File: src/rtl/csa_pkg.sv
package csa_pkg;

  typedef enum logic [1:0] {
    CSA_RIPPLE  = 2'd0,
    CSA_KOGGE   = 2'd1,
    CSA_BRENT   = 2'd2,
    CSA_HANCARL = 2'd3
  } csa_kind_e;

  // nominal width of group k before the remainder rule is applied
  function automatic int nom_width(int k);
    return (k == 0) ? 2 : k + 1;
  endfunction

  // first bit of group g; returns width once g reaches the group count
  function automatic int grp_lo(int width, int g);
    int pos;
    int k;
    int w;
    pos = 0;
    k   = 0;
    while (pos < width && k < g) begin
      w = nom_width(k);
      if (width - pos - w < nom_width(k + 1)) w = width - pos;
      pos = pos + w;
      k   = k + 1;
    end
    return pos;
  endfunction

  function automatic int grp_count(int width);
    int k;
    k = 0;
    while (grp_lo(width, k) < width) k = k + 1;
    return k;
  endfunction

  function automatic int clog2i(int n);
    int r;
    r = 0;
    while ((1 << r) < n) r = r + 1;
    return (r < 1) ? 1 : r;
  endfunction

  // partner node feeding bit i at prefix level lvl, or -1 for a pass-through
  function automatic int pf_partner(csa_kind_e kind, int n, int lvl, int i);
    int l2;
    int d;
    l2 = clog2i(n);
    if (i >= n) return -1;
    case (kind)
      CSA_KOGGE: begin
        if (lvl < l2) begin
          d = 1 << lvl;
          if (i >= d) return i - d;
        end
      end
      CSA_BRENT: begin
        if (lvl < l2) begin
          d = 1 << lvl;
          if ((i + 1) % (2 * d) == 0) return i - d;
        end else if (lvl < 2 * l2 - 1) begin
          d = 1 << (2 * l2 - 2 - lvl);
          if (((i + 1) % (2 * d) == d) && (i + 1 > 2 * d)) return i - d;
        end
      end
      CSA_HANCARL: begin
        if (lvl == 0) begin
          if (i % 2 == 1) return i - 1;
        end else if (lvl < l2) begin
          d = 1 << lvl;
          if ((i % 2 == 1) && (i > d)) return i - d;
        end else if (lvl == l2) begin
          if ((i % 2 == 0) && (i > 0)) return i - 1;
        end
      end
      default: ;
    endcase
    return -1;
  endfunction

endpackage

File: src/rtl/csa_ripple.sv
module csa_ripple #(
  parameter int unsigned W = 2
) (
  input  logic [W-1:0] a,
  input  logic [W-1:0] b,
  input  logic         ci,
  output logic [W-1:0] s,
  output logic         co
);

  always_comb begin : ripple_chain
    logic c;
    c = ci;
    for (int i = 0; i < W; i++) begin
      s[i] = a[i] ^ b[i] ^ c;
      c    = (a[i] & b[i]) | (c & (a[i] ^ b[i]));
    end
    co = c;
  end

endmodule

File: src/rtl/csa_prefix.sv
module csa_prefix
  import csa_pkg::*;
#(
  parameter int unsigned W    = 4,
  parameter csa_kind_e   KIND = CSA_KOGGE
) (
  input  logic [W-1:0] a,
  input  logic [W-1:0] b,
  output logic [W-1:0] s,
  output logic         co
);

  localparam int LG = clog2i(W);
  localparam int NL = 2 * LG;

  always_comb begin : prefix_net
    logic [W-1:0] g, p, gn, pn, h;
    int j;
    h = a ^ b;
    g = a & b;
    p = h;
    for (int lv = 0; lv < NL; lv++) begin
      gn = g;
      pn = p;
      for (int i = 0; i < W; i++) begin
        j = pf_partner(KIND, W, lv, i);
        if (j >= 0) begin
          gn[i] = g[i] | (p[i] & g[j]);
          pn[i] = p[i] & p[j];
        end
      end
      g = gn;
      p = pn;
    end
    // carry-in is zero, so the group term of [i:0] is the carry out of bit i
    s[0] = h[0];
    for (int i = 1; i < W; i++) s[i] = h[i] ^ g[i-1];
    co = g[W-1];
  end

endmodule

File: src/rtl/csa_excess1.sv
module csa_excess1 #(
  parameter int unsigned W = 2
) (
  input  logic [W:0] x,
  output logic [W:0] y
);

  always_comb begin : inc_chain
    logic t;
    t = 1'b1;
    for (int i = 0; i <= W; i++) begin
      y[i] = x[i] ^ t;
      t    = t & x[i];
    end
  end

endmodule

File: src/rtl/csa_zero_adder.sv
module csa_zero_adder
  import csa_pkg::*;
#(
  parameter int unsigned W    = 2,
  parameter csa_kind_e   KIND = CSA_RIPPLE
) (
  input  logic [W-1:0] a,
  input  logic [W-1:0] b,
  output logic [W-1:0] s,
  output logic         co
);

  if (KIND == CSA_RIPPLE) begin : g_rca
    csa_ripple #(.W(W)) u_rca (
      .a(a), .b(b), .ci(1'b0), .s(s), .co(co)
    );
  end else begin : g_ppa
    csa_prefix #(.W(W), .KIND(KIND)) u_ppa (
      .a(a), .b(b), .s(s), .co(co)
    );
  end

endmodule

File: src/rtl/csa_sqrt_adder.sv
module csa_sqrt_adder
  import csa_pkg::*;
#(
  parameter int unsigned WIDTH = 16,
  parameter csa_kind_e   KIND  = CSA_RIPPLE
) (
  input  logic [WIDTH-1:0] a,
  input  logic [WIDTH-1:0] b,
  input  logic             cin,
  output logic [WIDTH-1:0] sum,
  output logic             cout
);

  localparam int NG = grp_count(WIDTH);

  logic [NG:0]      gc;   // carry entering each group, gc[NG] leaves the top
  logic [WIDTH-1:0] zs;   // first-stage sums of all groups
  logic [NG-1:0]    zc;   // first-stage carries of all groups

  assign gc[0] = cin;

  for (genvar g = 0; g < NG; g++) begin : g_grp
    localparam int LO = grp_lo(WIDTH, g);
    localparam int HI = grp_lo(WIDTH, g + 1);
    localparam int GW = HI - LO;

    if (g == 0) begin : g_base
      csa_ripple #(.W(GW)) u_base (
        .a(a[HI-1:LO]), .b(b[HI-1:LO]), .ci(gc[0]),
        .s(zs[HI-1:LO]), .co(zc[0])
      );
      assign sum[HI-1:LO] = zs[HI-1:LO];
      assign gc[1]        = zc[0];
    end else begin : g_sel
      logic [GW-1:0] xs;
      logic          xc;

      csa_zero_adder #(.W(GW), .KIND(KIND)) u_add0 (
        .a(a[HI-1:LO]), .b(b[HI-1:LO]),
        .s(zs[HI-1:LO]), .co(zc[g])
      );

      csa_excess1 #(.W(GW)) u_inc (
        .x({zc[g], zs[HI-1:LO]}),
        .y({xc, xs})
      );

      assign sum[HI-1:LO] = gc[g] ? xs : zs[HI-1:LO];
      assign gc[g+1]      = gc[g] ? xc : zc[g];
    end
  end

  assign cout = gc[NG];

endmodule

File: config.mk
export PLATFORM = sky130hd
export DESIGN_NAME = csa_sqrt_adder
export DESIGN_NICKNAME = d
export VERILOG_FILES = /design/src/rtl/csa_pkg.sv /design/src/rtl/csa_ripple.sv /design/src/rtl/csa_prefix.sv /design/src/rtl/csa_excess1.sv /design/src/rtl/csa_zero_adder.sv /design/src/rtl/csa_sqrt_adder.sv
export SDC_FILE = /design/constraint.sdc
export NUM_CORES = 1
export LEC_CHECK = 0
export ABC_AREA = 1
export BUFFER_PORTS_ARGS = -buffer_cell sky130_fd_sc_hd__buf_2
export CAP_MARGIN = 20
export CORE_AREA = 8 8 53 55
export DETAILED_ROUTE_END_ITERATION = 6
export DIE_AREA = 0 0 61 63
export GPL_ROUTABILITY_DRIVEN = 0
export GPL_TIMING_DRIVEN = 1
export PLACE_DENSITY = 0.9
export SYNTH_ARGS = -nofsm -noshare
export SYNTH_HDL_FRONTEND = slang
export SYNTH_SLANG_ARGS = --single-unit
File: constraint.sdc
create_clock -name vclk -period 3.3
set_input_delay 0.33 -clock vclk [all_inputs]
set_output_delay 0.33 -clock vclk [all_outputs]
set_load 0.01 [all_outputs]
# [Word level (Yosys, flattened, before mapping)]
# Index checks and enable logic that the tools add are counted.
[totals] regBits=0 latch_bits=0 ramBits=0 rom_bits=0 inputBits=33 output_inout_bits=17 memories=0
[classes] add_sub_neg=0 mul=0 div=0 n_lt_le_gt_ge=0 eq_ne=0 n_shift=0 muxes=8 n_bitwise=96 n_reduce_logical=0
[ops] op="1-bit XOR" count=42
[ops] op="1-bit bitwise AND" count=38
[ops] op="1-bit bitwise OR" count=12
[ops] op="5-bit two-way mux" count=1
[ops] op="1-bit two-way mux" count=4
[ops] op="4-bit two-way mux" count=1
[ops] op="1-bit inverter" count=4
[ops] op="3-bit two-way mux" count=1
[ops] op="2-bit two-way mux" count=1

# [Logic depth before layout (Yosys ltp)]
# Gate-level depths: netlist (run 1).
[logic_depth] word_depth=11 depth_mapped=13

# [Modules after synthesis]
# Synthesis (run 1) repeated with hierarchy kept, for this count alone.
[hier_totals] cells_unflattened=159 hier_area_um2=1066.0
[modules_own_cells] mod="csa_sqrt_adder" n_inst=1 cells_per_inst=59 area_each_um2=342.8
[modules_own_cells] mod="csa_ripple at g_grp[0].g_base.u_base ..." n_inst=2 cells_per_inst=10 area_each_um2=70.1
[modules_own_cells] mod="csa_ripple at g_grp[4].g_sel.u_add0.g_rca.u_rca" n_inst=1 cells_per_inst=15 area_each_um2=137.6
[modules_own_cells] mod="csa_ripple at g_grp[3].g_sel.u_add0.g_rca.u_rca" n_inst=1 cells_per_inst=14 area_each_um2=117.6
[modules_own_cells] mod="csa_ripple at g_grp[2].g_sel.u_add0.g_rca.u_rca" n_inst=1 cells_per_inst=13 area_each_um2=97.6
[modules_own_cells] mod="csa_excess1 at g_grp[4].g_sel.u_inc" n_inst=1 cells_per_inst=10 area_each_um2=72.6
[modules_own_cells] mod="csa_excess1 at g_grp[3].g_sel.u_inc" n_inst=1 cells_per_inst=9 area_each_um2=60.1
[modules_own_cells] mod="csa_excess1 at g_grp[2].g_sel.u_inc" n_inst=1 cells_per_inst=8 area_each_um2=47.5
[modules_own_cells] mod="csa_excess1 at g_grp[1].g_sel.u_inc" n_inst=1 cells_per_inst=7 area_each_um2=35.0
[modules_own_cells] mod="csa_zero_adder" n_inst=4 cells_per_inst=1 area_each_um2=3.8

# [Worst setup path before layout (run 1)]
# OpenSTA, ideal clock, no wires.
[synth_path] path_kind="input to output" from="in a[7]" to="out cout" arrival_ns=2.551 t_required_ns=2.970 setup_slack_ns=0.419 cell_stages=12 path_cell_list="ha_1 inv_1 fa_1 fa_1 fa_1 inv_1 ha_1 xor2_2 inv_1 nand3_2 nand3_1 nand2_1"
[synth_between] elab_chain_len=10 elab_cells_between_ends=17 cone_classes="2 x mux; 15 x bitwise"
[synth_lines] element="start, declared" line_no="csa_sqrt_adder.sv:7" rtl="input logic [WIDTH-1:0] a,"
[synth_lines] element="1-bit bitwise AND (2 in a row)" line_no="csa_ripple.sv:16" rtl="c = (a[i] & b[i]) | (c & (a[i] ^ b[i]));"
[synth_lines] element="1-bit bitwise OR" line_no="csa_ripple.sv:16"
[synth_lines] element="1-bit bitwise AND" line_no="csa_ripple.sv:16"
[synth_lines] element="1-bit bitwise OR" line_no="csa_ripple.sv:16"
[synth_lines] element="1-bit bitwise AND / 1-bit XOR (equally long branches)" line_no="csa_ripple.sv:16, csa_ripple.sv:15"
[synth_lines] element="1-bit bitwise OR / 1-bit bitwise AND (equally long branches)" line_no="csa_ripple.sv:16, csa_excess1.sv:13"
[synth_lines] element="1-bit XOR" line_no="csa_excess1.sv:12" rtl="y[i] = x[i] ^ t;"
[synth_lines] element="1-bit two-way mux (*) (2 in a row)" line_no="csa_sqrt_adder.sv:49" rtl="assign gc[g+1] = gc[g] ? xc : zc[g];"
[synth_lines] element="end, declared" line_no="csa_sqrt_adder.sv:11" rtl="output logic cout"
# Mark *: on every way between the ends. The rest lies on a longest branch, timed or not.

# [Final worst setup path (run 1)]
[layout_path] from="in a[7]" to="out sum[12]"
[layout_between] elab_chain_len=10 elab_cells_between_ends=17 cone_classes="2 x mux; 15 x bitwise"
[layout_lines] element="1-bit bitwise AND (2 in a row)" line_no="csa_ripple.sv:16"
[layout_lines] element="1-bit bitwise OR" line_no="csa_ripple.sv:16"
[layout_lines] element="1-bit bitwise AND" line_no="csa_ripple.sv:16"
[layout_lines] element="1-bit bitwise OR" line_no="csa_ripple.sv:16"
[layout_lines] element="1-bit bitwise AND / 1-bit XOR (equally long branches)" line_no="csa_ripple.sv:16, csa_ripple.sv:15"
[layout_lines] element="1-bit bitwise OR / 1-bit bitwise AND (equally long branches)" line_no="csa_ripple.sv:16, csa_excess1.sv:13"
[layout_lines] element="1-bit XOR" line_no="csa_excess1.sv:12"
[layout_lines] element="1-bit two-way mux (*)" line_no="csa_sqrt_adder.sv:49"
[layout_lines] element="5-bit two-way mux (*)" line_no="csa_sqrt_adder.sv:48" rtl="assign sum[HI-1:LO] = gc[g] ? xs : zs[HI-1:LO];"
[layout_lines] element="end, declared" line_no="csa_sqrt_adder.sv:10" rtl="output logic [WIDTH-1:0] sum,"
# Marks and branches as above.

==> results of run 1 <==
-- where the power goes --
part	leakage (nW)	internal [W]	total, W	switching, W
sequential	0	0	0	0
clock	0	0	0	0
combinational	0.745	0.000145	0.000329	0.000184
-- layout make-up --
| type | count | share of cell area [%] |
|---|---|---|
| Multi-Input combinational cell | 73 | 64.0 |
| Tap cell | 28 | 2.95 |
| Timing Repair Buffer | 50 | 21.1 |
| Inverter | 38 | 12.0 |
-- kinds of logic (layout without fill, tap and decap cells) --
logic type	Yosys count	count (layout)	share of synthesized area (%)
simple gates	36	36	27.5
buf+inv	38	88	15.9
mux	1	1	1.26
xor+xnor	6	6	6.70
compound gates	4	4	2.23
fa+ha+maj	26	26	46.4
-- cell usage after synthesis --
cell / n
ha_1: 14
o21ai_0: 1
nand3_4: 2
a21oi_1: 3
xor2_2: 1
nand2_8: 1
inv_1: 37
nand3_1: 12
nor2_1: 3
mux2_2: 1
nand3_2: 2
xor2_1: 1
xnor2_1: 4
nand2_1: 10
fa_1: 12
nand2_2: 1
inv_2: 1
nand2_4: 5
-- stage by stage --
stage	cell area, µm²	instances
2_1_floorplan	896	111
3_3_place_gp	1180	189
3_5_place_dp	1180	189
4_1_cts	1180	189
5_1_grt	1190	189
6_report	1190	189
-- worst max-delay path: cells and delay by family --
family                     cells  cell delay (ps)
and+or+nand+nor                3              280
adders and majority gates      5             1610
buffers and inverters          5              400
xor gates and xnor gates       1              220
-- path summary, 6_finish.rpt --
check / startpoint / endpoint / cells after the start
worst max-delay path: a[7] / sum[12] / 14
worst min-delay path: cin / sum[0] / 3
-- placed cells by master, fill, tap and decap left out, types with 3 or more instances in the layout --
| cell | synthesis | routed |
|---|---|---|
| xnor2_1 | 4 | 4 |
| inv_1 | 37 | 37 |
| nand2_1 | 10 | 10 |
| nor2_1 | 3 | 3 |
| a21oi_1 | 3 | 3 |
| buf_2 | 0 | 50 |
| nand2_4 | 5 | 5 |
| ha_1 | 14 | 14 |
| nand3_1 | 12 | 12 |
| nand3_4 | 2 | 3 |
| fa_1 | 12 | 12 |
-- per-layer routing --
layer / track usage (%) / wire length (µm) / vias up
met5: 0 / 0 / -
met1: 10.9 / 759 / 362
met3: 2.47 / 243 / 2
met2: 18.5 / 873 / 36
li1: - / - / 431
met4: 0.875 / 14 / 0
==> key figures, run 1 <==
Cells and area
  • Register area: 0 µm²
  • Share of cells above drive strength 1: around two fifths
  • Final core occ: 57.6%
  • FFs & Latches: 0
  • Nets@finish: around 220
  • Clkbuf count: 0
  • Multi-input gate area: roughly 760 µm²
  • P&R area growth vs syn: 32.7%
  • N_diodes: 0
  • Fillers: between 200 and 250

Worst setup path
  • Crit end category: output pin
  • Critical Path, Cell by Cell: buf_2 -> ha_1 -> inv_1 -> fa_1 -> fa_1 -> fa_1 -> inv_1 -> ha_1 -> xor2_2 -> inv_1 -> nand3_4 -> nand3_1 -> nand2_1 -> buf_2
  • Critical path arrival: around 2800 ps
  • CP max FO: 6
  • Max incr delay on CP: slightly above 500 ps
  • Startpoint Class: primary input
  • Crit path kind: in -> out
  • Slowest cell on crit path: fa_1
  • WP data required: 2970 ps

Worst hold path
  • Hold Crit Class: in -> out

Timing
  • Final Hold Viols: 0
  • Setup TNS: 0 ps
  • Finish-stage setup viols: 0
  • Fin crit share: ~96%
  • RSZ-0062 raised after global routing: no
  • Slew @ Worst Pin: 251 ps
  • Fin crit period: around 3200 ps
  • Max-slew headroom: 83.1%
  • Count of final max-slew check failures: 0
  • Worst setup margin: between 100 and 150 ps
  • Final hold slack: between 1000 and 1500 ps
  • Fmax: around 320 MHz

Detailed routing
  • Vias: between 800 and 900
  • DR DRC count: 0
  • Routed Wire Length: 1890 µm
  • Final ANT Viol Nets: 0
  • Routed vias/inst: 4.40
  • TritonRoute pass-1 iters: 4
  • DRT iter0 DRCs: 14
  • DR WL/cell: between 10 and 15 µm

Power
  • Pwr/cell area: around 280 nW/µm²
  • Leakage: 0.745 nW
  • Pwr Total: about 0.00033 W
  • Peak VDD IR: ~170 µV

Global routing
  • Vias in the first global route: roughly 830
  • First-pass GRT wire length: about 3300 µm
  • Pin count of the biggest net entering global routing: 10
  • Grt total ovfl: 0
  • Gr usage total: 9.92%
  • Antenna violations before repair: 0

Placed design
  • DPL Wire Length: 1810 µm
  • Dpl ws: between 100 and 150 ps
  • Number of port buffers: 50

Logic synthesis
  • Yosys warning count: 0
  • Avg Synthesized Cell Area: between 8 and 9 µm²
  • Mapped Area: between 800 and 900 µm²
  • Post-Synthesis Cells: approximately 110
  • Area contributors post-synth: fa_1, ha_1, inv_1
  • Count of cell types in the netlist: 18
  • Yosys top cell by area: fa_1
  • Seq/Total Area, Yosys: 0%
  • Share of the synthesized area in the top cell type: between 20 and 30%
  • Syn Nets: 170

Die
  • Starting Density: 43.4%
  • Top Ports: 50
  • Die height: 63 µm
  • Die W: a little over 60 µm
  • Core ar.: around 2100 µm²
  • Full die area: between 3000 and 4000 µm²
  • Row Count: 17

Outcome
  • Status: completed

Clock tree
  • Post-CTS setup buffer count: 0
  • Post-cts resize count: 0
  • CTS Hold Bufs: 0

Job
  • Max-cap violations: 0
Note: power is estimated with default switching activity, not from simulation.
==> inputs of run 2 (changes only) <==
CORE_AREA = 8 8 64 66   (was 8 8 53 55)
DIE_AREA = 0 0 72 74   (was 0 0 61 63)
PLACE_DENSITY = 0.65   (was 0.9)
clock period = 3.7 ns   (was 3.3 ns; I/O delays follow)
==> run 2 against run 1 <==
Against the previous run: critical endpoint is now cout; critical path type unchanged; non-clock buffer count is the same; count of clock-buffer cells in the layout is the same; global-route usage shrank 2.9 points; combinational power shrank 12%; highest routed layer is now met3.
==> key figures, run 2 (synthesized netlist as in run 1, its figures left out) <==
Outcome
  • Status: completed

Detailed routing
  • Routed Wire Length: 1830 µm (-3.2%)
  • DRT iter0 DRCs: 7 (-7)
  • Routed vias/inst: 3.99 (-9.4%)
  • TritonRoute pass-1 iters: 4 (unchanged)
  • Vias: 825 (-0.72%)
  • Final ANT Viol Nets: 0 (unchanged)
  • DR DRC count: 0 (unchanged)
  • DR WL/cell: 8.85 µm (-12%)

Worst setup path
  • CP max FO: 6 (unchanged)
  • Startpoint Class: primary input
  • Crit end category: output pin
  • Crit path kind: in -> out
  • Critical path arrival: 2900 ps (+80 ps)
  • WP data required: 3330 ps (+360 ps)

Timing
  • Final Hold Viols: 0 (unchanged)
  • Finish-stage setup viols: 0 (unchanged)
  • Count of final max-slew check failures: 0 (unchanged)
  • Max-slew headroom: 83.4% (+0.26 points)
  • Fmax: between 300 and 400 MHz
  • Fin crit share: 88.3%
  • Fin crit period: roughly 3300 ps
  • RSZ-0062 raised after global routing: no
  • Slew @ Worst Pin: 248 ps (-3.81 ps)
  • Setup TNS: 0 ps (unchanged)

Cells and area
  • Most common cell after layout, fill and taps aside: buf_2
  • Multi-input gate area: 753 µm² (-0.99%)
  • N_diodes: 0 (unchanged)
  • Fillers: 357 (+74%)
  • Clkbuf count: 0 (unchanged)
  • Most frequent cells in the layout: buf_2, inv_1, ha_1
  • Share of cells above drive strength 1: 39.8% (unchanged)
  • Nets@finish: 222 (unchanged)
  • P&R area growth vs syn: 34.4%
  • Final core occ: 37.9% (-20 points)
  • Register area: 0 µm² (unchanged)
  • FFs & Latches: 0 (unchanged)

Clock tree
  • Post-cts resize count: 0 (unchanged)
  • CTS Hold Bufs: 0 (unchanged)
  • Post-CTS setup buffer count: 0 (unchanged)

Placed design
  • Number of port buffers: 50 (unchanged)
  • DPL Wire Length: 1790 µm (-1.2%)

Die
  • Starting Density: 28.2% (-15 points)
  • Die W: 72 µm (+18%)
  • Core ar.: 3180 µm² (+54%)
  • Row Count: 21 (+4)
  • Full die area: 5330 µm² (+39%)
  • Top Ports: 50 (unchanged)
  • Die height: 74 µm (+17%)

Global routing
  • First-pass GRT wire length: 3280 µm (+0.86%)
  • Gr usage total: 7.00% (-2.9 points)
  • Antenna violations before repair: 0 (unchanged)
  • Vias in the first global route: 850 (+2.0%)
  • Pin count of the biggest net entering global routing: 10 (unchanged)
  • Grt total ovfl: 0 (unchanged)

Power
  • Leakage: 0.744 nW (-0.10%)
  • Peak VDD IR: 115 µV (-32%)
  • Pwr/cell area: 241 nW/µm² (-13%)

Job
  • Max-cap violations: 0 (unchanged)

Worst hold path
  • Hold Crit Class: in -> out
==> run 2: changes by cell type in the layout (fill, tap and decap cells not counted) <==
cell	delta
nand3_4	-1
nand3_2	+1
==> run 2: cell type report <==
type                       count  area share (%)
inverter                      38            11.9
multi-input combinational     73            62.6
tap                           46            4.78
timing repair buffer          50            20.8
==> run 2: worst paths after layout <==
check  slack, ps      to  cells past startpoint  startpoint
max          430    cout                     14        a[7]
min         1090  sum[0]                      3         cin
==> run 2: power by group <==
group	switching, W	internal [W]
logic	0.000162	0.000128
clock network	0	0
registers	0	0
==> run 2: stage by stage <==
step                      cell area [µm²]  instances  worst slack (ps)  hold slack (ps)  total power, W
after floorplan                       896        111               739              926        0.000199
final                                1200        207               433             1090        0.000290
after global placement               1200        207               468             1090        0.000294
after detailed placement             1200        207               392             1090        0.000298
after global routing                 1200        207               248             1140        0.000338
after CTS                            1200        207               394             1090        0.000299
==> run 2: critical path: stages <==
cell     delay (ps)
buf_2            80
ha_1            140
inv_1            50
fa_1            380
fa_1            400
fa_1            520
inv_1            50
ha_1            200
xor2_2          200
inv_1            80
nand3_2         130
nand3_1         110
nand2_1          60
buf_2           140
==> run 2: layer usage <==
metal	up-vias	part of all wire [%]	GRT usage, %
li1	430	-	-
met1	361	41	8.01
met2	34	47	13.0
met3	0	12	2.43
met4	0	0	0
met5	-	0	0
==> inputs of run 3 (changes only) <==
BUFFER_PORTS_ARGS = not set   (was -buffer_cell sky130_fd_sc_hd__buf_2)
CAP_MARGIN = 10   (was 20)
DONT_BUFFER_PORTS = 1   (was not set)
PLACE_DENSITY = 0.51   (was 0.65)
==> run 3 against run 2 <==
Against the previous run: die area is the same; global-route usage shrank 0.37 points; worst setup slack gained 160 ps; sequential share of layout area is the same; hold slack lost 150 ps; routed wire length grew 0.38%; fmax grew 5.1%; critical path depth shrank 2; critical path type unchanged.
==> key figures, run 3 (synthesized netlist as in run 1, its figures left out) <==
Worst setup path
  • CP max FO: 6 (unchanged)
  • End of the critical path: sum[12]
  • Critical path arrival: 2740 ps (-160 ps)
  • Startpoint Class: primary input
  • WP data required: 3330 ps (about the same)
  • Crit end category: output pin
  • Crit path kind: in -> out
  • Slowest cell on crit path: fa_1
  • Critical path origin: a[7]
  • Critical Path, Cell by Cell: ha_1 -> inv_1 -> fa_1 -> fa_1 -> fa_1 -> inv_1 -> ha_1 -> xor2_2 -> inv_1 -> nand3_2 -> nand3_1 -> nand2_1
  • Max incr delay on CP: 510 ps (about the same)

Die
  • Core ar.: 3180 µm² (unchanged)
  • Starting Density: 28.2% (unchanged)
  • Top Ports: 50 (unchanged)
  • Full die area: 5330 µm² (unchanged)
  • Die height: 74 µm (unchanged)
  • Die W: 72 µm (unchanged)
  • Row Count: 21 (unchanged)

Detailed routing
  • DRT iter0 DRCs: 5 (-2)
  • Vias: 668 (-19%)
  • DR WL/cell: 11.7 µm (+32%)
  • Routed vias/inst: 4.25 (+6.8%)
  • TritonRoute pass-1 iters: 2 (-2)
  • DR DRC count: 0 (unchanged)
  • Routed Wire Length: 1840 µm (+0.38%)
  • Final ANT Viol Nets: 0 (unchanged)

Power
  • Leakage: 0.547 nW (-26%)
  • Peak VDD IR: 87.1 µV (-24%)
  • Pwr Total: 0.000232 W (-20%)
  • Pwr/cell area: 243 nW/µm² (+0.81%)

Placed design
  • Number of port buffers: 0 (-100%)
  • DPL Wire Length: 1840 µm (+2.8%)
  • Area post-placement: 953 µm² (-21%)

Cells and area
  • Nets@finish: 172 (-23%)
  • Most common cell after layout, fill and taps aside: inv_1
  • Most frequent cells in the layout: inv_1, ha_1, nand3_1, fa_1, nand2_1
  • Fillers: 350 (-2.0%)
  • P&R area growth vs syn: 6.42%
  • FFs & Latches: 0 (unchanged)
  • Register area: 0 µm² (unchanged)
  • Clkbuf count: 0 (unchanged)
  • N_diodes: 0 (unchanged)
  • Share of cells above drive strength 1: 12.6% (-27 points)
  • Final Cell Area: 953 µm² (-21%)

Timing
  • Max-slew headroom: 72.8% (-11 points)
  • Fin crit share: 84.0% (-4.3 points)
  • Fin crit period: 3110 ps (-158 ps)
  • Setup TNS: 0 ps (unchanged)
  • Final Hold Viols: 0 (unchanged)
  • Finish-stage setup viols: 0 (unchanged)
  • Fmax: 322 MHz (+5.1%)
  • RSZ-0062 raised after global routing: no
  • Slew @ Worst Pin: 404 ps (+156 ps)
  • Count of final max-slew check failures: 0 (unchanged)

Job
  • Max-cap violations: 0 (unchanged)

Global routing
  • Met3 usage: 1.35% (-1.1 points)
  • Pin count of the biggest net entering global routing: 10 (unchanged)
  • Gr usage total: 6.63% (-0.37 points)
  • Antenna violations before repair: 0 (unchanged)
  • First-pass GRT wire length: 2950 µm (-10%)
  • Grt met1 use: 6.21% (-1.8 points)
  • Met2 GRT Util: 14.8% (+1.8 points)
  • Vias in the first global route: 693 (-18%)
  • Gr busiest metal: met2
  • Grt total ovfl: 0 (unchanged)

Clock tree
  • Post-cts resize count: 0 (unchanged)
  • CTS Hold Bufs: 0 (unchanged)
  • Post-CTS setup buffer count: 0 (unchanged)

Outcome
  • Status: completed

Worst hold path
  • Hold Crit Class: in -> out
==> run 3: worst min path at each step <==
stage               from  endpoint  cells after the start
detailed placement   cin    sum[0]                      1
CTS                  cin    sum[0]                      1
global route         cin    sum[0]                      1
finish               cin    sum[0]                      1
global placement     cin    sum[0]                      1
floorplan            cin    sum[0]                      1
==> run 3: power by group <==
| part | switching (W) | leakage, nW | internal (W) |
|---|---|---|---|
| clock | 0 | 0 | 0 |
| combinational | 0.000149 | 0.547 | 0.0000831 |
| sequential | 0 | 0 | 0 |
| total | 0.000149 | 0.547 | 0.0000831 |
==> run 3: per-stage QoR <==
stage,util [%],hold slack (ps),cells,setup WS (ps)
after floorplan,-,926,111,739
after global placement,30.0,938,157,630
after detailed placement,30.0,938,157,559
after CTS,30.0,938,157,555
after global routing,30.0,937,157,437
final,30.0,939,157,591
==> run 3: worst max-delay path, delay by kind of cell <==
kind	cells	cell delay [ps]
and+or+nand+nor	3	350
xor gates and xnor gates	1	230
adders and majority gates	5	1630
buffers and inverters	3	170
==> run 3: area by class of cell <==
| cell class | count | area (µm²) | area share [%] |
|---|---|---|---|
| multi-input cells | 73 | 753 | 79.0 |
| well taps | 46 | 57.6 | 6.04 |
| inverters | 38 | 143 | 15.0 |
==> run 3: per-layer routing <==
layer  vias to the layer above  wire, µm
met1                       313       633
met4                         0         0
met3                         0       124
met5                         -         0
li1                        330         -
met2                        25      1080
